File: config.mk
export PLATFORM = sky130hd
export DESIGN_NAME = lsn_accept_hs
export DESIGN_NICKNAME = d
export VERILOG_FILES = /design/src/rtl/lsn_accept_pkg.sv /design/src/rtl/lsn_bus_sync.sv /design/src/rtl/lsn_byte_latch.sv /design/src/rtl/lsn_accept_fsm.sv /design/src/rtl/lsn_accept_hs.sv
export SDC_FILE = /design/constraint.sdc
export NUM_CORES = 1
export LEC_CHECK = 0
export ABC_AREA = 1
export BUFFER_PORTS_ARGS = -buffer_cell sky130_fd_sc_hd__buf_2
export CAP_MARGIN = 15
export CORE_MARGIN = 2
export CORE_UTILIZATION = 46
export DETAILED_ROUTE_END_ITERATION = 8
export GPL_ROUTABILITY_DRIVEN = 0
export GPL_TIMING_DRIVEN = 0
export PLACE_DENSITY = 0.82
export SYNTH_ARGS = -nofsm -noshare
export SYNTH_HDL_FRONTEND = slang
export SYNTH_HIERARCHICAL = 1
export SYNTH_SLANG_ARGS = --single-unit
File: constraint.sdc
create_clock -name clk -period 1.17 [get_ports clk]
set_input_delay 0 -clock clk [delete_from_list [all_inputs] [get_ports clk]]
set_output_delay 0 -clock clk [all_outputs]
set_load 0.02 [all_outputs]
File: src/rtl/lsn_accept_pkg.sv
package lsn_accept_pkg;

  // Acceptor phases
  typedef enum logic [2:0] {
    ST_IDLE,   // inactive, bus lines released
    ST_NRDY,   // holding off the talker
    ST_RDY,    // inviting a byte
    ST_DLY,    // byte latched, settling
    ST_OFFER,  // byte offered to instrument
    ST_ACPT    // accepted, waiting for data-valid to drop
  } acc_state_e;

  // Bit positions in the synchronised control vector
  localparam int unsigned SY_BUSY = 0;
  localparam int unsigned SY_DAV  = 1;
  localparam int unsigned SY_IFC  = 2;
  localparam int unsigned SY_ATN  = 3;
  localparam int unsigned SY_LSN  = 4;
  localparam int unsigned SY_CTRL_W = 5;

  function automatic logic rfd_of(acc_state_e s);
    return (s == ST_IDLE) || (s == ST_RDY);
  endfunction

  function automatic logic dac_of(acc_state_e s);
    return (s == ST_IDLE) || (s == ST_ACPT);
  endfunction

  function automatic logic vld_of(acc_state_e s);
    return (s == ST_OFFER);
  endfunction

endpackage

File: src/rtl/lsn_bus_sync.sv
module lsn_bus_sync #(
  parameter int unsigned W     = 8,
  parameter int unsigned DEPTH = 1
) (
  input  logic         clk,
  input  logic         rst,
  input  logic [W-1:0] d,
  output logic [W-1:0] q
);

  logic [W-1:0] stg [DEPTH];

  // Falling-edge sampling chain; the rising-edge logic sees the last stage
  always_ff @(negedge clk or posedge rst) begin
    if (rst) begin
      for (int i = 0; i < DEPTH; i++) stg[i] <= '0;
    end else begin
      stg[0] <= d;
      for (int i = 1; i < DEPTH; i++) stg[i] <= stg[i-1];
    end
  end

  assign q = stg[DEPTH-1];

endmodule

File: src/rtl/lsn_byte_latch.sv
module lsn_byte_latch #(
  parameter int unsigned DATA_W = 8
) (
  input  logic              clk,
  input  logic              rst,
  input  logic              cap_en,
  input  logic [DATA_W-1:0] din,
  input  logic              cmd_in,
  output logic [DATA_W-1:0] dout,
  output logic              cmd_out
);

  always_ff @(posedge clk or posedge rst) begin
    if (rst) begin
      dout    <= '0;
      cmd_out <= 1'b0;
    end else if (cap_en) begin
      dout    <= din;
      cmd_out <= cmd_in;
    end
  end

endmodule

File: src/rtl/lsn_accept_fsm.sv
module lsn_accept_fsm
  import lsn_accept_pkg::*;
#(
  parameter int unsigned DELAY_CYC = 1
) (
  input  logic clk,
  input  logic rst,
  input  logic active_s,
  input  logic ifc_s,
  input  logic dav_s,
  input  logic busy_s,
  output logic rfd,
  output logic dac,
  output logic vld,
  output logic cap_en
);

  localparam int unsigned CW = $clog2(DELAY_CYC + 1);

  acc_state_e     st, nxt;
  logic [CW-1:0]  dly_cnt;
  logic           go;

  assign go = active_s && !ifc_s;

  always_comb begin
    nxt = st;
    if (!go) begin
      nxt = ST_IDLE;
    end else begin
      unique case (st)
        ST_IDLE:  nxt = ST_NRDY;
        ST_NRDY:  if (!busy_s && !dav_s) nxt = ST_RDY;
        ST_RDY: begin
          if (dav_s)       nxt = ST_DLY;
          else if (busy_s) nxt = ST_NRDY;
        end
        ST_DLY:   if (dly_cnt == CW'(DELAY_CYC - 1)) nxt = ST_OFFER;
        ST_OFFER: if (busy_s) nxt = ST_ACPT;
        ST_ACPT:  if (!dav_s) nxt = ST_NRDY;
        default:  nxt = ST_IDLE;
      endcase
    end
  end

  always_ff @(posedge clk or posedge rst) begin
    if (rst) st <= ST_IDLE;
    else     st <= nxt;
  end

  always_ff @(posedge clk or posedge rst) begin
    if (rst)               dly_cnt <= '0;
    else if (st != ST_DLY) dly_cnt <= '0;
    else                   dly_cnt <= dly_cnt + 1'b1;
  end

  assign rfd    = rfd_of(st);
  assign dac    = dac_of(st);
  assign vld    = vld_of(st);
  assign cap_en = go && (st == ST_RDY) && dav_s;

  // inactive means idle on the next edge
  a_r2_idle_when_inactive: assert property (@(posedge clk) disable iff (rst)
    !active_s |=> (rfd && dac && !vld));

  // no invitation while the instrument is busy
  a_r3_no_rfd_when_busy: assert property (@(posedge clk) disable iff (rst)
    (go && st == ST_NRDY && busy_s) |=> !rfd);

  // never invite and accept at once while active
  a_r4_rfd_dac_excl: assert property (@(posedge clk) disable iff (rst)
    (go && st != ST_IDLE) |-> !(rfd && dac));

  // data-valid in ready phase withdraws ready-for-data
  a_r5_rfd_falls: assert property (@(posedge clk) disable iff (rst)
    (go && rfd && st == ST_RDY && dav_s) |=> !rfd);

  // busy seen during the offer releases data-accepted
  a_r7_take_releases_dac: assert property (@(posedge clk) disable iff (rst)
    (go && vld && busy_s) |=> (!vld && dac));

  // data-accepted held while data-valid stays true
  a_r8_dac_held: assert property (@(posedge clk) disable iff (rst)
    (go && st == ST_ACPT && dav_s) |=> dac);

  // interface clear forces idle
  a_r9_ifc_idle: assert property (@(posedge clk) disable iff (rst)
    ifc_s |=> (rfd && dac && !vld));

endmodule

File: src/rtl/lsn_accept_hs.sv
module lsn_accept_hs
  import lsn_accept_pkg::*;
#(
  parameter int unsigned DATA_W     = 8,
  parameter int unsigned SYNC_DEPTH = 1,
  parameter int unsigned DELAY_CYC  = 1
) (
  input  logic              clk,
  input  logic              pwr_rst,
  input  logic              listen_en,
  input  logic              bus_atn_n,
  input  logic              bus_ifc_n,
  input  logic              bus_dav_n,
  input  logic [DATA_W-1:0] bus_dio_n,
  input  logic              dev_busy,
  output logic              bus_rfd,
  output logic              bus_dac,
  output logic              byte_vld,
  output logic [DATA_W-1:0] byte_data,
  output logic              byte_cmd
);

  localparam int unsigned SW = DATA_W + SY_CTRL_W;

  logic [SW-1:0] sy_d, sy_q;
  logic          cap_en;
  logic          active_s;

  // Bus lines are low-true; convert to true polarity before sampling
  always_comb begin
    sy_d = '0;
    sy_d[SY_BUSY] = dev_busy;
    sy_d[SY_DAV]  = ~bus_dav_n;
    sy_d[SY_IFC]  = ~bus_ifc_n;
    sy_d[SY_ATN]  = ~bus_atn_n;
    sy_d[SY_LSN]  = listen_en;
    sy_d[SW-1:SY_CTRL_W] = ~bus_dio_n;
  end

  lsn_bus_sync #(.W(SW), .DEPTH(SYNC_DEPTH)) u_sync (
    .clk (clk),
    .rst (pwr_rst),
    .d   (sy_d),
    .q   (sy_q)
  );

  assign active_s = sy_q[SY_LSN] || sy_q[SY_ATN];

  lsn_accept_fsm #(.DELAY_CYC(DELAY_CYC)) u_fsm (
    .clk      (clk),
    .rst      (pwr_rst),
    .active_s (active_s),
    .ifc_s    (sy_q[SY_IFC]),
    .dav_s    (sy_q[SY_DAV]),
    .busy_s   (sy_q[SY_BUSY]),
    .rfd      (bus_rfd),
    .dac      (bus_dac),
    .vld      (byte_vld),
    .cap_en   (cap_en)
  );

  lsn_byte_latch #(.DATA_W(DATA_W)) u_latch (
    .clk     (clk),
    .rst     (pwr_rst),
    .cap_en  (cap_en),
    .din     (sy_q[SW-1:SY_CTRL_W]),
    .cmd_in  (sy_q[SY_ATN]),
    .dout    (byte_data),
    .cmd_out (byte_cmd)
  );

  // reset holds the idle state
  a_r1_reset_idle: assert property (@(posedge clk)
    pwr_rst |-> (bus_rfd && bus_dac && !byte_vld));

  // offered byte does not move
  a_r6_offer_stable: assert property (@(posedge clk) disable iff (pwr_rst)
    (byte_vld && $past(byte_vld)) |-> ($stable(byte_data) && $stable(byte_cmd)));

endmodule

==> key figures, run 1 <==
Pwr
  – Clk pwr share: 20.4%
  – Pleak: 0.8422 nW
  – Power, Total: 0.002129 W
  – Switching Power: 0.0006814 W
  – Comb power frac: 28.3%
  – Flop pwr share: 51.3%
  – Int Power: 0.001448 W
  – Pwr dens: 1463 nW/um^2
  – Switch share: 32.00%
  – Peak supply drop: 0.001021 V

Die
  – Total core area: 2233 sq um
  – Die Height: 52.84 um
  – FP Rows: 17
  – Die footprint: 2792 sq um
  – Initial Utilization: 49.13%
  – I/O pin cnt: 27
  – Die W: 52.84 um

Setup path
  – Worst r2r src: u_sync/q[3]
  – Crit path required time: 1.38 ns
  – Slowest CP cell: dfrtn_1
  – FF-to-FF setup slack: -0.65 ns
  – Worst Path Max Fanout: 9
  – WP buf/inv: 5
  – Critical path capture point type: flop
  – Cell depth of the worst flop-to-flop path: 10
  – Critical R2R Capture: u_latch/dout[3]
  – Critical Path Most Common Cell: nand2_1
  – Data arrival, critical path: 2.03 ns
  – Worst setup path start: u_sync/q[3]
  – Crit path kind: flop to flop
  – Max incr delay on CP: 0.42 ns
  – Critical path startpoint category: flop
  – Critical Path, Cell by Cell: inv_1, nand2_1, inv_2, nor2_4, inv_2, nor2_4, buf_6, inv_6, nand2_1, nand2_1
  – Top cell family by delay on the critical path: flip-flops

Cells and area
  – Final nets: 177
  – P&R area growth vs syn: 32.61%
  – Finished Cell Area: 1455 sq um
  – Layout cells sized above 1: 41.61%
  – Fillers: 182
  – Diodes inserted: 0

STA
  – Final setup viols: 15
  – Max_slew headroom: 69.39%
  – Slew Viols, Final: 0
  – Final worst setup slack: -0.6466 ns
  – Setup TNS: -7.812 ns
  – Final setup skew: 0.008056 ns
  – Tightest Pin Transition: 0.4587 ns
  – RSZ-0062 raised after global routing: yes
  – Final Hold Viols: 0
  – Hold WS: 0.1200 ns

Synth
  – Synth top area share: 29.65%
  – Gate Count Post-Synth: 120
  – Yosys top cell by area: dfrtn_1
  – Flops & latches, synth: 26
  – Cell variety after synth: 16
  – Post-Synthesis Net Count: 135
  – Register area share after synthesis: 59.29%
  – Synth area leaders: dfrtn_1 30%, dfrtp_1 30%, nand2_1 14%
  – Avg Inst Size Synth: 9.144 sq um
  – Yosys warns: 6
  – Cell Area, Synth: 1097 sq um

Status
  – Failing checks: negative setup slack
  – Status: finished with violations

GRT
  – Pin count of the biggest net entering global routing: 15
  – Vias in the first global route: 860
  – Total GRT Usage: 18.01%
  – First-pass GRT wire length: 3601 um
  – Congestion Overflow GR: 0
  – Antenna violations before repair: 0

Drt
  – DR vias/cell: 4.852
  – Initial DRC Count: 20
  – Routed WL: 2250 um
  – Via Count: 917
  – Initial DRT Pass Iterations: 5
  – ANT nets after route: 0
  – Avg WL per Cell: 11.90 um
  – Drt drc: 0

CTS
  – CTS Sinks: 26
  – H-tree levels: 1
  – CTS tree: yes
  – Root Buffer: clkbuf_4
  – Clk slew on worst S/H paths: 0.13 ns
  – Worst-Skew Late Latency: 0.31 ns
  – Clock buffer depth: 2
  – Number of CTS-inserted buffers: 3

Job
  – Max_cap viols: 0

Hold path
  – HP Class: primary input to async pin

Placed design
  – Placed cell areas: 1272 sq um
  – Detailed placement HPWL: 1364 um
  – Port bufs: 26
## worst register-to-register path: cells and delay by family, from the launching register on
kind	cells	cell delay [ns]
flops	1	0.42
simple gates	5	0.38
buf+inv	5	0.35
## logic make-up (layout without fill, tap and decap cells)
logic type	Yosys count	count (layout)	synth area share, %
flip-flops	26	26	59.29
buffers and inverters	28	69	11.29
AO/OA/AOI/OAI	2	2	1.140
AND/OR/NAND/NOR	64	64	28.28
## layout make-up
| cell class | count | area, sq um | area share, % |
|---|---|---|---|
| Buffer | 3 | 33.78 | 2.322 |
| Clock buffer | 4 | 36.28 | 2.494 |
| Inverter | 25 | 98.84 | 6.793 |
| Multi-Input combinational cell | 66 | 365.4 | 25.11 |
| Sequential cell | 26 | 650.6 | 44.71 |
| Tap cell | 28 | 35.03 | 2.408 |
| Timing Repair Buffer | 37 | 235.2 | 16.17 |
## power groups by stage
stage               combinational, W  clock [W]  sequential (W)
floorplan                   0.000224          0         0.00123
global placement            0.000504          0         0.00110
CTS                         0.000574   0.000443         0.00109
global route                0.000650   0.000483         0.00111
finish                      0.000603   0.000434         0.00109
detailed placement          0.000521          0         0.00111
## worst max-delay path by stage
stage,slack (ns),end,cells after the start
CTS,-0.60,u_latch/dout[0],10
detailed placement,-0.70,u_latch/dout[0],10
global placement,-0.68,u_latch/cmd_out,10
global route,-0.73,u_fsm/st[2],9
finish,-0.65,u_latch/dout[3],10
floorplan,-0.60,u_latch/cmd_out,10
## sequential cells by signal, summed over array words and instances, names as in the netlist
| signal | count |
|---|---|
| u_fsm/dly_cnt | 1 |
| u_fsm/st | 3 |
| u_latch/cmd_out | 1 |
| u_latch/dout | 8 |
| u_sync/q | 13 |
## layer usage
metal / track usage, % / vias up / wire length [um]
li1: - / 437 / -
met1: 22.74 / 436 / 953
met2: 28.75 / 40 / 1108
met3: 2.571 / 4 / 139
met4: 11.54 / 0 / 48
met5: 0 / - / 0
## synth_stat cells, drive strengths merged
library cell,n
a21oi,1
buf,3
dfrtn,13
dfrtp,13
inv,25
nand2,45
nand3,5
nand4,6
nor2,7
nor3,1
o21a,1
## per-stage QoR
stage | instances | utilization [%] | setup WS [ns]
2_1_floorplan | 120 | - | -0.6015
3_3_place_gp | 174 | 56.97 | -0.6842
3_5_place_dp | 174 | 56.97 | -0.7038
4_1_cts | 188 | 63.75 | -0.6031
5_1_grt | 189 | 65.15 | -0.7255
6_report | 189 | 65.15 | -0.6466
## layout by cell type (no fill, tap or decap), types with 2 or more instances in the layout
cell,Yosys,final
nand2_1,42,37
buf_2,0,24
inv_1,21,18
dfrtp_1,13,13
dfrtn_1,13,13
buf_4,1,8
buf_6,2,7
inv_2,4,6
nand4_1,6,6
nor2_4,4,5
nand2_2,1,5
clkbuf_4,0,3
nand2_4,2,3
nand3_1,5,3
nand3_2,0,2
## what timing repair did
item                       in CTS  in global routing
hold buffers                    1                  0
resized for setup              12                  7
setup endpoints to repair      15                 15
gates cloned                    1                  0
hold endpoints to repair       13                  0
pin swaps                       7                  2
buffers inserted                8                  1
No activity file was read; power rests on OpenSTA's default activity.
==> run 2, diff against run 1 <==
SKIP_LAST_GASP = 1   (was unset)
==> key figures, run 2 (synthesized netlist as in run 1, its figures left out) <==
Setup path
  – Critical path startpoint category: flop (unchanged)
  – Crit path kind: flop to flop (unchanged)
  – Worst r2r src: u_sync/q[1] (was u_sync/q[3])
  – Critical path capture point type: flop (unchanged)
  – Critical Path, Cell by Cell: nand4_1, nor2_4, buf_6, inv_6, nand2_1, nand2_1 (was inv_1, nand2_1, inv_2, nor2_4, inv_2, nor2_4, buf_6, inv_6, nand2_1, nand2_1)
  – Critical R2R Capture: u_latch/dout[6] (was u_latch/dout[3])
  – Slowest CP cell: dfrtn_1 (unchanged)
  – Max incr delay on CP: 0.46 ns (was 0.42 ns)
  – Crit path required time: 1.38 ns (about the same)
  – FF-to-FF setup slack: -0.66 ns (was -0.65 ns)
  – Critical Path Most Common Cell: nand2_1 (unchanged)
  – Worst Path Max Fanout: 9 (unchanged)
  – Data arrival, critical path: 2.05 ns (was 2.03 ns)
  – Cell depth of the worst flop-to-flop path: 6 (was 10)

Placed design
  – Placed cell areas: 1272 sq um (unchanged)
  – Detailed placement HPWL: 1364 um (unchanged)
  – Port bufs: 26 (unchanged)

Cells and area
  – P&R area growth vs syn: 31.47% (was 32.61%)
  – Largest register FFs: 13 (unchanged)
  – Diodes inserted: 0 (unchanged)
  – Layout cells sized above 1: 39.13% (was 41.61%)
  – Register area: 650.6 sq um (unchanged)
  – Finished Cell Area: 1443 sq um (was 1455 sq um)
  – Commonest non-fill, non-tap cell in the layout: nand2_1 (unchanged)
  – Fillers: 179 (was 182)
  – Final nets: 177 (unchanged)
  – Commonest cells after routing, fill and taps aside: 40 x nand2_1, 24 x buf_2, 18 x inv_1 (was 37 x nand2_1, 24 x buf_2, 18 x inv_1)
  – Footprint of the multi-input gates: 352.8 sq um (was 365.4 sq um)
  – Final core utilization: 64.59% (was 65.15%)

CTS
  – Clk slew on worst S/H paths: 0.13 ns (about the same)
  – Clock buffer depth: 2 (unchanged)
  – Root Buffer: clkbuf_4 (unchanged)
  – Number of CTS-inserted buffers: 3 (unchanged)
  – Worst-Skew Late Latency: 0.32 ns (was 0.31 ns)
  – H-tree levels: 1 (unchanged)
  – CTS Sinks: 26 (unchanged)
  – CTS tree: yes (unchanged)

STA
  – RSZ-0062 raised after global routing: yes (unchanged)
  – Tightest Pin Transition: 0.4581 ns (was 0.4587 ns)
  – Final worst setup slack: -0.6629 ns (was -0.6466 ns)
  – Final Hold Viols: 0 (unchanged)
  – Final setup viols: 15 (unchanged)
  – Final setup skew: 0.01012 ns (was 0.008056 ns)
  – Slew Viols, Final: 0 (unchanged)
  – Max_slew headroom: 69.43% (was 69.39%)

Die
  – Die footprint: 2792 sq um (unchanged)
  – I/O pin cnt: 27 (unchanged)
  – Die Height: 52.84 um (unchanged)
  – Total core area: 2233 sq um (unchanged)
  – Initial Utilization: 49.13% (unchanged)
  – FP Rows: 17 (unchanged)
  – Die W: 52.84 um (unchanged)

GRT
  – Vias in the first global route: 860 (unchanged)
  – Congestion Overflow GR: 0 (unchanged)
  – First-pass GRT wire length: 3601 um (unchanged)
  – Antenna violations before repair: 0 (unchanged)
  – Total GRT Usage: 18.01% (unchanged)
  – Pin count of the biggest net entering global routing: 15 (unchanged)

Status
  – Failing checks: negative setup slack (unchanged)
  – Status: finished with violations (unchanged)

Drt
  – Routed WL: 2204 um (was 2250 um)
  – Via Count: 920 (was 917)
  – Avg WL per Cell: 11.66 um (was 11.90 um)
  – Initial DRT Pass Iterations: 4 (was 5)
  – ANT nets after route: 0 (unchanged)
  – DR vias/cell: 4.868 (was 4.852)
  – Initial DRC Count: 21 (was 20)
  – Drt drc: 0 (unchanged)

Job
  – Max_cap viols: 0 (unchanged)

Pwr
  – Peak supply drop: 0.001039 V (was 0.001021 V)
  – Pleak: 0.8416 nW (was 0.8422 nW)
  – Pwr dens: 1468 nW/um^2 (was 1463 nW/um^2)

Hold path
  – HP Class: primary input to async pin (unchanged)
==> run 2: cell counts in the layout (fill, tap and decap cells not counted) <==
Identical to the previous run, type by type.
==> run 2: worst max-delay path, delay by kind of cell (launching register included) <==
| family | cells | cell delay, ns |
|---|---|---|
| flip-flops | 1 | 0.46 |
| AND/OR/NAND/NOR | 4 | 0.49 |
| buffers and inverters | 2 | 0.19 |
==> run 2: layout make-up <==
cell class / count / share of cell area (%)
Multi-Input combinational cell: 66 / 24.46
Clock buffer: 4 / 2.515
Timing Repair Buffer: 37 / 16.31
Sequential cell: 26 / 45.10
Tap cell: 28 / 2.428
Buffer: 3 / 2.342
Inverter: 25 / 6.852
==> run 2: stage by stage <==
stage | hold slack (ns) | total power (W) | worst slack, ns | cells | TNS, ns
after floorplan | -0.2339 | 0.001450 | -0.6015 | 120 | -6.655
after global placement | -0.08941 | 0.001609 | -0.6842 | 174 | -7.540
after detailed placement | -0.08690 | 0.001628 | -0.7038 | 174 | -7.754
after CTS | 0.1054 | 0.002108 | -0.6031 | 188 | -7.210
after global routing | 0.1152 | 0.002229 | -0.7404 | 189 | -8.937
final | 0.1123 | 0.002118 | -0.6629 | 189 | -7.901
==> run 2: power by group <==
group          switching [W]  internal, W
Combinational       0.000369     0.000224
Clock               0.000247     0.000190
Sequential         0.0000608      0.00103
==> run 2: repair_timing <==
item | CTS | global route
endpoints found under the setup margin | 15 | 15
cloned | 1 | 0
setup buffers | 8 | 1
resized for setup | 12 | 3
hold buffers | 1 | 0
pin swaps | 7 | 2
hold endpoints to repair | 13 | 0
==> run 2: per-layer routing <==
layer  part of all wire, %  vias to the layer above  GRT usage (%)
met5                     0                        -              0
met4                   2.2                        0          11.54
met3                   6.8                        4          2.571
met2                    49                       40          28.75
met1                    42                      437          22.74
li1                      -                      439              -
==> run 2: worst max-delay path by stage <==
stage / endpoint / depth (start not counted) / from / slack (ns)
finish: u_latch/dout[6] / 6 / u_sync/q[1] / -0.66
global route: u_latch/dout[6] / 10 / u_sync/q[3] / -0.74
CTS: u_latch/dout[0] / 10 / u_sync/q[3] / -0.60
detailed placement: u_latch/dout[0] / 10 / u_sync/q[3] / -0.70
global placement: u_latch/cmd_out / 10 / u_sync/q[3] / -0.68
floorplan: u_latch/cmd_out / 10 / u_sync/q[3] / -0.60
